$ cat src/rtl/gpt_pkg.sv
package gpt_pkg;

  localparam logic [2:0] MODE_TIMER   = 3'b000;
  localparam logic [2:0] MODE_COUNT   = 3'b001;
  localparam logic [2:0] MODE_GATE_LO = 3'b010;
  localparam logic [2:0] MODE_GATE_HI = 3'b011;

  typedef enum logic [1:0] {
    EDGE_NONE = 2'd0,
    EDGE_RISE = 2'd1,
    EDGE_FALL = 2'd2,
    EDGE_BOTH = 2'd3
  } edge_kind_e;

  function automatic edge_kind_e decode_edge(input logic [2:0] code);
    edge_kind_e k;
    case (code)
      3'b001:  k = EDGE_RISE;
      3'b010:  k = EDGE_FALL;
      3'b011:  k = EDGE_BOTH;
      default: k = EDGE_NONE;
    endcase
    return k;
  endfunction

endpackage

$ cat src/rtl/gpt_sync.sv
module gpt_sync #(
  parameter int WIDTH  = 2,
  parameter int STAGES = 2
) (
  input  logic             clk,
  input  logic             rst_n,
  input  logic [WIDTH-1:0] async_i,
  output logic [WIDTH-1:0] sync_o
);

  logic [WIDTH-1:0] stage_q [STAGES];

  generate
    for (genvar s = 0; s < STAGES; s++) begin : g_stage
      if (s == 0) begin : g_first
        always_ff @(posedge clk or negedge rst_n) begin
          if (!rst_n) stage_q[s] <= '0;
          else        stage_q[s] <= async_i;
        end
      end else begin : g_rest
        always_ff @(posedge clk or negedge rst_n) begin
          if (!rst_n) stage_q[s] <= '0;
          else        stage_q[s] <= stage_q[s-1];
        end
      end
    end
  endgenerate

  assign sync_o = stage_q[STAGES-1];

endmodule

$ cat src/rtl/gpt_prescaler.sv
module gpt_prescaler #(
  parameter int SEL_W = 3,
  parameter int MIN_LOG = 2
) (
  input  logic             clk,
  input  logic             rst_n,
  input  logic [SEL_W-1:0] sel_i,
  output logic             tick_o
);

  localparam int PRE_W = (1 << SEL_W) - 1 + MIN_LOG;

  logic [PRE_W-1:0] pre_q, pre_d;
  logic [PRE_W-1:0] mask;

  always_comb begin
    pre_d = pre_q + 1'b1;
  end

  always_comb begin
    for (int i = 0; i < PRE_W; i++) begin
      mask[i] = (i < (int'(sel_i) + MIN_LOG));
    end
  end

  assign tick_o = &(pre_q | ~mask);

  always_ff @(posedge clk or negedge rst_n) begin
    if (!rst_n) pre_q <= '0;
    else        pre_q <= pre_d;
  end

endmodule

$ cat src/rtl/gpt_step_ctrl.sv
module gpt_step_ctrl
  import gpt_pkg::*;
(
  input  logic       clk,
  input  logic       rst_n,
  input  logic [2:0] mode_i,
  input  logic [2:0] sel_i,
  input  logic       run_i,
  input  logic       pin_s_i,
  input  logic       tick_i,
  output logic       step_o
);

  logic       prev_q, prev_d;
  logic       rise, fall, edge_hit;
  edge_kind_e kind;

  always_comb begin
    prev_d = pin_s_i;
  end

  always_ff @(posedge clk or negedge rst_n) begin
    if (!rst_n) prev_q <= 1'b0;
    else        prev_q <= prev_d;
  end

  assign rise = pin_s_i & ~prev_q;
  assign fall = ~pin_s_i & prev_q;
  assign kind = decode_edge(sel_i);

  always_comb begin
    case (kind)
      EDGE_RISE: edge_hit = rise;
      EDGE_FALL: edge_hit = fall;
      EDGE_BOTH: edge_hit = rise | fall;
      default:   edge_hit = 1'b0;
    endcase
  end

  always_comb begin
    case (mode_i)
      MODE_TIMER:   step_o = run_i & tick_i;
      MODE_COUNT:   step_o = run_i & edge_hit;
      MODE_GATE_LO,
      MODE_GATE_HI: step_o = run_i & tick_i & (pin_s_i == mode_i[0]);
      default:      step_o = 1'b0;
    endcase
  end

  // a counter-mode step needs a synchronised pin transition
  a_r6_step_needs_edge: assert property (@(posedge clk) disable iff (!rst_n)
    (mode_i == MODE_COUNT && step_o) |-> (pin_s_i != prev_q));

endmodule

$ cat src/rtl/gpt_count_core.sv
module gpt_count_core #(
  parameter int CNT_W = 16
) (
  input  logic             clk,
  input  logic             rst_n,
  input  logic             step_i,
  input  logic             down_i,
  input  logic             load_i,
  input  logic [CNT_W-1:0] load_val_i,
  output logic [CNT_W-1:0] cnt_o,
  output logic             irq_o,
  output logic             latch_o
);

  logic [CNT_W-1:0] cnt_q, cnt_d;
  logic             irq_q, irq_d;
  logic             tgl_q, tgl_d;
  logic             wrap;

  always_comb begin
    cnt_d = cnt_q;
    irq_d = 1'b0;
    tgl_d = tgl_q;
    wrap  = 1'b0;
    if (load_i) begin
      cnt_d = load_val_i;
    end else if (step_i) begin
      if (down_i) begin
        cnt_d = cnt_q - 1'b1;
        wrap  = (cnt_q == '0);
      end else begin
        cnt_d = cnt_q + 1'b1;
        wrap  = (cnt_q == '1);
      end
      if (wrap) begin
        irq_d = 1'b1;
        tgl_d = ~tgl_q;
      end
    end
  end

  always_ff @(posedge clk or negedge rst_n) begin
    if (!rst_n) begin
      cnt_q <= '0;
      irq_q <= 1'b0;
      tgl_q <= 1'b0;
    end else begin
      cnt_q <= cnt_d;
      irq_q <= irq_d;
      tgl_q <= tgl_d;
    end
  end

  assign cnt_o   = cnt_q;
  assign irq_o   = irq_q;
  assign latch_o = tgl_q;

  // an interrupt only follows a boundary wrap
  a_r8_irq_on_wrap: assert property (@(posedge clk) disable iff (!rst_n)
    irq_q |-> ((cnt_q == '0 && $past(cnt_q) == '1) ||
               (cnt_q == '1 && $past(cnt_q) == '0)));

  // the latch moves only together with an interrupt
  a_r8_latch_with_irq: assert property (@(posedge clk) disable iff (!rst_n)
    !$stable(tgl_q) |-> irq_q);

  // no step and no load keeps the count
  a_r3_hold_idle: assert property (@(posedge clk) disable iff (!rst_n)
    (!step_i && !load_i) |=> $stable(cnt_q));

  // an accepted step always moves the count
  a_r2_step_moves: assert property (@(posedge clk) disable iff (!rst_n)
    (step_i && !load_i) |=> (cnt_q != $past(cnt_q)));

  // a load wins and raises no interrupt
  a_r10_load_wins: assert property (@(posedge clk) disable iff (!rst_n)
    load_i |=> (cnt_q == $past(load_val_i) && !irq_q));

endmodule

$ cat src/rtl/gp_event_timer.sv
module gp_event_timer #(
  parameter int CNT_W       = 16,
  parameter int SEL_W       = 3,
  parameter int SYNC_STAGES = 2
) (
  input  logic             clk,
  input  logic             rst_n,
  input  logic [2:0]       mode_i,
  input  logic [SEL_W-1:0] sel_i,
  input  logic             run_i,
  input  logic             dir_i,
  input  logic             ext_dir_en_i,
  input  logic             ext_dir_pin_i,
  input  logic             gate_pin_i,
  input  logic             load_i,
  input  logic [CNT_W-1:0] load_val_i,
  input  logic             out_en_i,
  output logic [CNT_W-1:0] count_o,
  output logic             irq_o,
  output logic             tgl_o
);

  localparam int PIN_N = 2;

  logic [1:0]       rst_sync_q;
  logic             rst_core_n;
  logic [PIN_N-1:0] pins_s;
  logic             gate_s, ext_dir_s;
  logic             tick, step, down;
  logic             latch;

  always_ff @(posedge clk or negedge rst_n) begin
    if (!rst_n) rst_sync_q <= 2'b00;
    else        rst_sync_q <= {rst_sync_q[0], 1'b1};
  end
  assign rst_core_n = rst_sync_q[1];

  gpt_sync #(.WIDTH(PIN_N), .STAGES(SYNC_STAGES)) u_sync (
    .clk     (clk),
    .rst_n   (rst_core_n),
    .async_i ({ext_dir_pin_i, gate_pin_i}),
    .sync_o  (pins_s)
  );
  assign gate_s    = pins_s[0];
  assign ext_dir_s = pins_s[1];

  gpt_prescaler #(.SEL_W(SEL_W), .MIN_LOG(2)) u_pre (
    .clk    (clk),
    .rst_n  (rst_core_n),
    .sel_i  (sel_i),
    .tick_o (tick)
  );

  gpt_step_ctrl u_step (
    .clk     (clk),
    .rst_n   (rst_core_n),
    .mode_i  (mode_i),
    .sel_i   (sel_i),
    .run_i   (run_i),
    .pin_s_i (gate_s),
    .tick_i  (tick),
    .step_o  (step)
  );

  assign down = dir_i ^ (ext_dir_en_i & ext_dir_s);

  gpt_count_core #(.CNT_W(CNT_W)) u_core (
    .clk        (clk),
    .rst_n      (rst_core_n),
    .step_i     (step),
    .down_i     (down),
    .load_i     (load_i),
    .load_val_i (load_val_i),
    .cnt_o      (count_o),
    .irq_o      (irq_o),
    .latch_o    (latch)
  );

  assign tgl_o = out_en_i & latch;

  // reserved modes never step
  a_r11_reserved_idle: assert property (@(posedge clk) disable iff (!rst_core_n)
    (mode_i[2] && !load_i) |=> $stable(count_o));

  // output is low whenever the enable is low
  a_r9_out_gate: assert property (@(posedge clk) disable iff (!rst_core_n)
    !out_en_i |-> !tgl_o);

endmodule

$ cat config.mk
export PLATFORM = sky130hd
export DESIGN_NAME = gp_event_timer
export DESIGN_NICKNAME = d
export VERILOG_FILES = /design/src/rtl/gpt_pkg.sv /design/src/rtl/gpt_sync.sv /design/src/rtl/gpt_prescaler.sv /design/src/rtl/gpt_step_ctrl.sv /design/src/rtl/gpt_count_core.sv /design/src/rtl/gp_event_timer.sv
export SDC_FILE = /design/constraint.sdc
export NUM_CORES = 1
export LEC_CHECK = 0
export CORE_MARGIN = 5
export CORE_UTILIZATION = 28
export DETAILED_ROUTE_END_ITERATION = 12
export HOLD_SLACK_MARGIN = 0.15
export SYNTH_ARGS = -nofsm -noshare
export SYNTH_HDL_FRONTEND = slang
export SYNTH_SLANG_ARGS = --single-unit
export TNS_END_PERCENT = 30
$ cat constraint.sdc
create_clock -name clk -period 1 [get_ports clk]
set_input_delay 0.15 -clock clk [delete_from_list [all_inputs] [get_ports clk]]
set_output_delay 0.15 -clock clk [all_outputs]
set_load 0.1 [all_outputs]
==> results of run 1 <==
==> cell type report <==
cell class | count | area (µm²) | share of cell area
Timing Repair Buffer | 138 | 1460 | 0.323
Sequential cell | 34 | 901 | 0.199
Clock inverter | 1 | 30.0 | 0.00663
Multi-Input combinational cell | 194 | 1880 | 0.416
Tap cell | 105 | 131 | 0.0290
Inverter | 11 | 41.3 | 0.00912
Clock buffer | 7 | 76.3 | 0.0169
==> logic make-up after synthesis <==
logic type	Yosys count	synth area share
other	1	0.00158
and+or+nand+nor	75	0.169
DFF	34	0.358
buffers and inverters	17	0.0311
muxes	17	0.0763
AOI/OAI and AO/OA	56	0.161
adders and majority gates	24	0.129
xor gates and xnor gates	20	0.0737
==> sequential cells by signal (all words and copies together) (netlist names) <==
register / cells
u_core.irq_o: 1
u_step.prev_q: 1
u_sync.sync_o: 2
u_pre.pre_q: 9
u_core.latch_o: 1
rst_sync_q: 2
u_core.cnt_o: 16
u_sync.stage_q: 2
==> stage by stage <==
| step | std cells | hold slack [ns] |
|---|---|---|
| after CTS | 487 | 0.211 |
| after global routing | 490 | 0.227 |
| after floorplan | 244 | -0.146 |
| after detailed placement | 471 | 0.204 |
| final | 490 | 0.195 |
| after global placement | 471 | 0.203 |
==> what timing repair did <==
| item | 4_1_cts | 5_1_grt |
|---|---|---|
| hold buffers | 1 | 0 |
| endpoints found under the hold margin | 2 | 0 |
| gates cloned | 1 | 0 |
| resized for setup | 68 | 28 |
| setup buffers | 6 | 5 |
| pin swaps | 30 | 36 |
| endpoints found under the setup margin | 42 | 42 |
==> power breakdown <==
part | total (mW) | switching (mW) | internal (mW)
Clock | 1.32 | 0.572 | 0.747
Sequential | 1.61 | 0.105 | 1.51
Combinational | 3.60 | 1.79 | 1.81
==> final timing paths <==
kind	start	end	slack (ns)	cells past startpoint
worst max-delay path	u_sync.sync_o[1]	u_core.cnt_o[12]	-1.66	10
worst min-delay path	rst_sync_q[1]	u_core.cnt_o[13]	0.20	1
worst max register to register	u_sync.sync_o[1]	u_core.cnt_o[12]	-1.66	10
worst min register to register	rst_sync_q[1]	u_core.cnt_o[13]	0.20	1
max in group asynchronous	rst_n	rst_sync_q[1]	0.32	2
min in group clk	ext_dir_pin_i	u_sync.stage_q[3]	0.29	1
==> layer usage <==
metal / vias up / share of wire / track usage
met5: - / 0.00094 / 0
met4: 2 / 0.0053 / 0.0303
met3: 4 / 0.055 / 0.0389
met2: 46 / 0.51 / 0.251
met1: 1102 / 0.43 / 0.183
li1: 1181 / - / -
==> cells in the mapped netlist, types with 3 or more instances <==
master | instances | area share
dfrtp_1 | 34 | 0.36
and3_1 | 3 | 0.0079
a211oi_1 | 4 | 0.013
a221o_1 | 3 | 0.013
nor3_1 | 5 | 0.011
a21o_1 | 8 | 0.025
nand3b_1 | 5 | 0.016
xnor2_1 | 12 | 0.044
nand2_1 | 14 | 0.022
nand3_1 | 5 | 0.011
o21bai_1 | 3 | 0.0095
inv_1 | 10 | 0.016
mux2_2 | 8 | 0.038
nor2b_1 | 5 | 0.013
mux2i_1 | 8 | 0.034
o21ai_1 | 6 | 0.013
xor2_1 | 8 | 0.029
ha_1 | 22 | 0.12
nand4_1 | 8 | 0.021
o21ai_0 | 5 | 0.011
a21oi_1 | 16 | 0.034
nor2_1 | 15 | 0.024
clkbuf_1 | 3 | 0.0047
nor4_1 | 4 | 0.011
==> run_results.csv, run 1 <==
group,metric,value,unit
pwr,powerDensity,1440,mW/mm²
place,place_ws,-2.10,ns
clock_tree,cts.path.max_buffers,2,
clock_tree,h-tree-depth,2,
clock_tree,cts-root-buf,"clkbuf_8",
setup_path,critPathLaunchType,"register",
timing,fin_crit,2.66,ns
timing,finalCritPeriodShare,2.66,
setup_path,cp.required,1.22,ns
pwr,peakVddDrop,0.000593,V
routing,routed_wl,7430,µm
clock_tree,cts_tree,"built",
routing,vias_per_cell,4.77,
run,max_cap_viol_count,0,
routing,vias,2335,
floorplanning,fp.dieW,102,µm
synth,synth_area_per_cell,9.74,µm²
timing,fin_skew,0.00493,ns
setup_path,slowest_delay,0.39,ns
clock_tree,cts.clk_slew.worst_paths,0.08,ns
floorplanning,initial_core_util,0.288,
timing,rsz0062_at_grt,"true",
place,dpl.hpwl,5280,µm
synth,synth-edff-count,0,
finish,diodes,0,
timing,setup_viol,42,
floorplanning,io_pins,49,
outcome,outcome,"finished with violations",
routing,drtAntennaViolNets,0,
place,placed_area,0.00386,mm²
synth,ys_seq_elements,34,
grt,grt_pass1_vias,2440,
finish,area_delta_synth_final,90.5,%
clock_tree,clk_latency,0.30,ns
routing,drt_iter0_markers,64,
synth,synth_ff_type,"dfrtp_1",
timing,setup_ws,-1.66,ns
floorplanning,die_area,0.0104,mm²
timing,hold_violations,0,
finish,final_cell_mix,"buf_4 (59), buf_6 (28), clkdlybuf4s50_1 (26), buf_12 (20), dfrtp_1 (18)",
setup_path,path_buf_inv,0,
outcome,violations,"negative setup slack",
finish,final_core_util,0.548,
timing,slew_viol_final,0,
grt,grt_pass1_wl,11900,µm
grt,track_usage,0.145,
floorplanning,core_area,0.00826,mm²
min_path,hp-class,"reg -> async",
synth,synthArstFlopShare,1.00,
synth,synth_cell_type_count,49,
finish,final_nets,438,
clock_tree,cts.sink_count,34,
place,gp_congestion,0.814,
finish,fill_cells,717,
synth,netlist_area,0.00238,mm²
clock_tree,numCtsBuffers,5,
grt,grt_max_degree,22,
timing,fmax,0.375,GHz
setup_path,crit_family,"compound AO/OA/AOI/OAI gates",
grt,gr-total-overflow,0,
timing,setup_tns,-27.02,ns
setup_path,critPathArrivalTime,2.88,ns
setup_path,end_kind,"register",
setup_path,worstPathMaxFanout,3,
setup_path,path_cells,"nand2_4, xnor2_4, fa_2, a211oi_2, o21ai_2, a221o_1, o21ba_4, o31a_1, mux2i_1, nor3_2",
setup_path,slowest_stage,"a221o_1",
synth,syn_inst,244,
routing,drc,0,
routing,first_pass_iters,4,
setup_path,critPathKind,"reg -> reg",
pwr,finalPower,6.53,mW
finish,drive_above_1_share,0.514,
grt,grt_antenna_before_repair,1,
finish,layout_commonest_cell,"buf_4",
synth,synth_warnings,0,
floorplanning,rows,33,
routing,wl_per_cell,15.2,µm
pwr,leakagePower,1.95,nW
synth,syn_nets,298,
finish,finalInstanceArea,0.00453,mm²
floorplanning,fp.dieH,102,µm
place,place.port_buffers,48,
synth,synth-seq-area-share,0.358,
(Power assumes the default switching activity.)
==> run 2, diff against run 1 <==
--- a/config.mk
+++ b/config.mk
@@ -6,7 +6,7 @@
 export NUM_CORES = 1
 export LEC_CHECK = 0
 export CORE_MARGIN = 5
-export CORE_UTILIZATION = 28
+export CORE_UTILIZATION = 30
 export DETAILED_ROUTE_END_ITERATION = 12
 export HOLD_SLACK_MARGIN = 0.15
 export SYNTH_ARGS = -nofsm -noshare
==> run_results.csv, run 2 (synthesis results as in run 1) <==
group,metric,value,unit
timing,fmax,0.382,GHz
timing,finalCritPeriodShare,2.62,
pwr,leakagePower,1.89,nW
grt,grt_pass1_wl,11600,µm
place,place_ws,-2.06,ns
routing,drt_iter0_markers,82,
clock_tree,h-tree-depth,2,
setup_path,critPathArrivalTime,2.80,ns
routing,drtAntennaViolNets,0,
clock_tree,cts-root-buf,"clkbuf_8",
clock_tree,cts.sink_count,34,
floorplanning,initial_core_util,0.308,
floorplanning,rows,32,
routing,first_pass_iters,4,
timing,fin_crit,2.62,ns
timing,rsz0062_at_grt,"true",
routing,vias,2317,
run,max_cap_viol_count,0,
timing,slew_viol_final,0,
min_path,hp-class,"reg -> async",
floorplanning,io_pins,49,
pwr,peakVddDrop,0.000779,V
timing,hold_violations,0,
routing,vias_per_cell,4.81,
setup_path,end_kind,"register",
grt,grt_max_degree,23,
timing,setup_viol,42,
clock_tree,numCtsBuffers,5,
finish,diodes,0,
routing,drc,0,
routing,routed_wl,7080,µm
clock_tree,cts.clk_slew.worst_paths,0.09,ns
finish,drive_above_1_share,0.474,
clock_tree,cts_tree,"built",
finish,area_delta_synth_final,83.9,%
finish,final_core_util,0.566,
setup_path,critPathLaunchType,"register",
clock_tree,cts.path.max_buffers,2,
floorplanning,core_area,0.00773,mm²
setup_path,ff2ff_path_depth,10,
place,place.port_buffers,48,
finish,largest_reg_flops,16,
grt,track_usage,0.146,
timing,fin_skew,0.0143,ns
clock_tree,clk_latency,0.30,ns
grt,grt_pass1_vias,2446,
finish,layout_commonest_cell,"buf_4",
outcome,violations,"negative setup slack",
setup_path,critPathKind,"reg -> reg",
setup_path,worstPathMaxFanout,5,
place,dpl.hpwl,5140,µm
outcome,outcome,"finished with violations",
floorplanning,fp.dieH,99.0,µm
place,gp_congestion,0.850,
grt,gr-total-overflow,0,
floorplanning,fp.dieW,99.0,µm
finish,final_nets,433,
finish,final_cell_mix,"buf_4 (56), buf_6 (26), clkdlybuf4s50_1 (26), buf_12 (20), dfrtp_1 (18)",
floorplanning,die_area,0.00980,mm²
routing,wl_per_cell,14.7,µm
grt,grt_antenna_before_repair,0,
timing,setup_ws,-1.62,ns
pwr,powerDensity,1440,mW/mm²
setup_path,cp.required,1.18,ns
[run 2: cell count changes in the layout (fill, tap and decap cells not counted), sizes merged]
cell      before  now
clkbuf         7    5
clkinvlp       0    2
buf          107  102
[run 2: per-stage QoR]
| step | power (mW) | hold WS, ns | cell area, µm² | cells | TNS [ns] |
|---|---|---|---|---|---|
| 6_report | 6.29 | 0.200 | 4370 | 482 | -27.11 |
| 5_1_grt | 6.60 | 0.238 | 4370 | 482 | -29.87 |
| 4_1_cts | 6.17 | 0.213 | 4280 | 479 | -26.64 |
| 3_5_place_dp | 4.49 | 0.213 | 3820 | 464 | -31.49 |
| 3_3_place_gp | 4.46 | 0.197 | 3820 | 464 | -31.14 |
| 2_1_floorplan | 3.25 | -0.146 | 2500 | 244 | -24.20 |
[run 2: cell type report]
| type | instances | area, µm² |
|---|---|---|
| repair buffers | 133 | 1420 |
| fillers | 624 | 3350 |
| inverters | 11 | 41.3 |
| flip-flops and latches | 34 | 901 |
| clock inverters | 3 | 45.0 |
| well taps | 102 | 128 |
| clock buffers | 5 | 68.8 |
| multi-input cells | 194 | 1770 |
[run 2: routing by layer]
| metal | GRT usage | wire length, µm | vias to the layer above |
|---|---|---|---|
| li1 | - | - | 1161 |
| met1 | 0.184 | 3130 | 1100 |
| met2 | 0.251 | 3570 | 47 |
| met3 | 0.0311 | 287 | 9 |
| met4 | 0.0389 | 89 | 0 |
| met5 | 0 | 0 | - |
[run 2: final timing paths]
kind                                  start                 to  slack [ns]
setup / recovery           u_sync.sync_o[1]   u_core.cnt_o[14]       -1.62
setup reg to reg           u_sync.sync_o[1]   u_core.cnt_o[14]       -1.62
min in group clk              ext_dir_pin_i  u_sync.stage_q[3]        0.29
hold / removal                rst_sync_q[1]    u_core.cnt_o[1]        0.20
hold reg to reg               rst_sync_q[1]    u_core.cnt_o[1]        0.20
max in group asynchronous             rst_n      rst_sync_q[1]        0.33
[run 2: critical path, stage by stage, from the launching register on]
cell and delay (ns):
dfrtp_1 0.38, nand2_4 0.10, xnor2_4 0.20, fa_2 0.37
a211oi_2 0.21, o21ai_1 0.12, a221o_1 0.36, o21ba_4 0.22
a221oi_2 0.24, mux2i_1 0.25, nor3_2 0.05
[run 2: timing repair]
action | CTS | global route
hold buffers | 1 | 0
endpoints found under the hold margin | 2 | 0
resized for setup | 65 | 11
setup buffers | 4 | 4
cloned | 2 | 0
pin swaps | 15 | 11
setup endpoints to repair | 43 | 42
[run 2: where the power goes]
part           switching [mW]  total, mW  internal (mW)
combinational            1.68       3.34           1.66
clock                   0.595       1.34          0.742
sequential             0.0980       1.61           1.51
total                    2.38       6.29           3.91
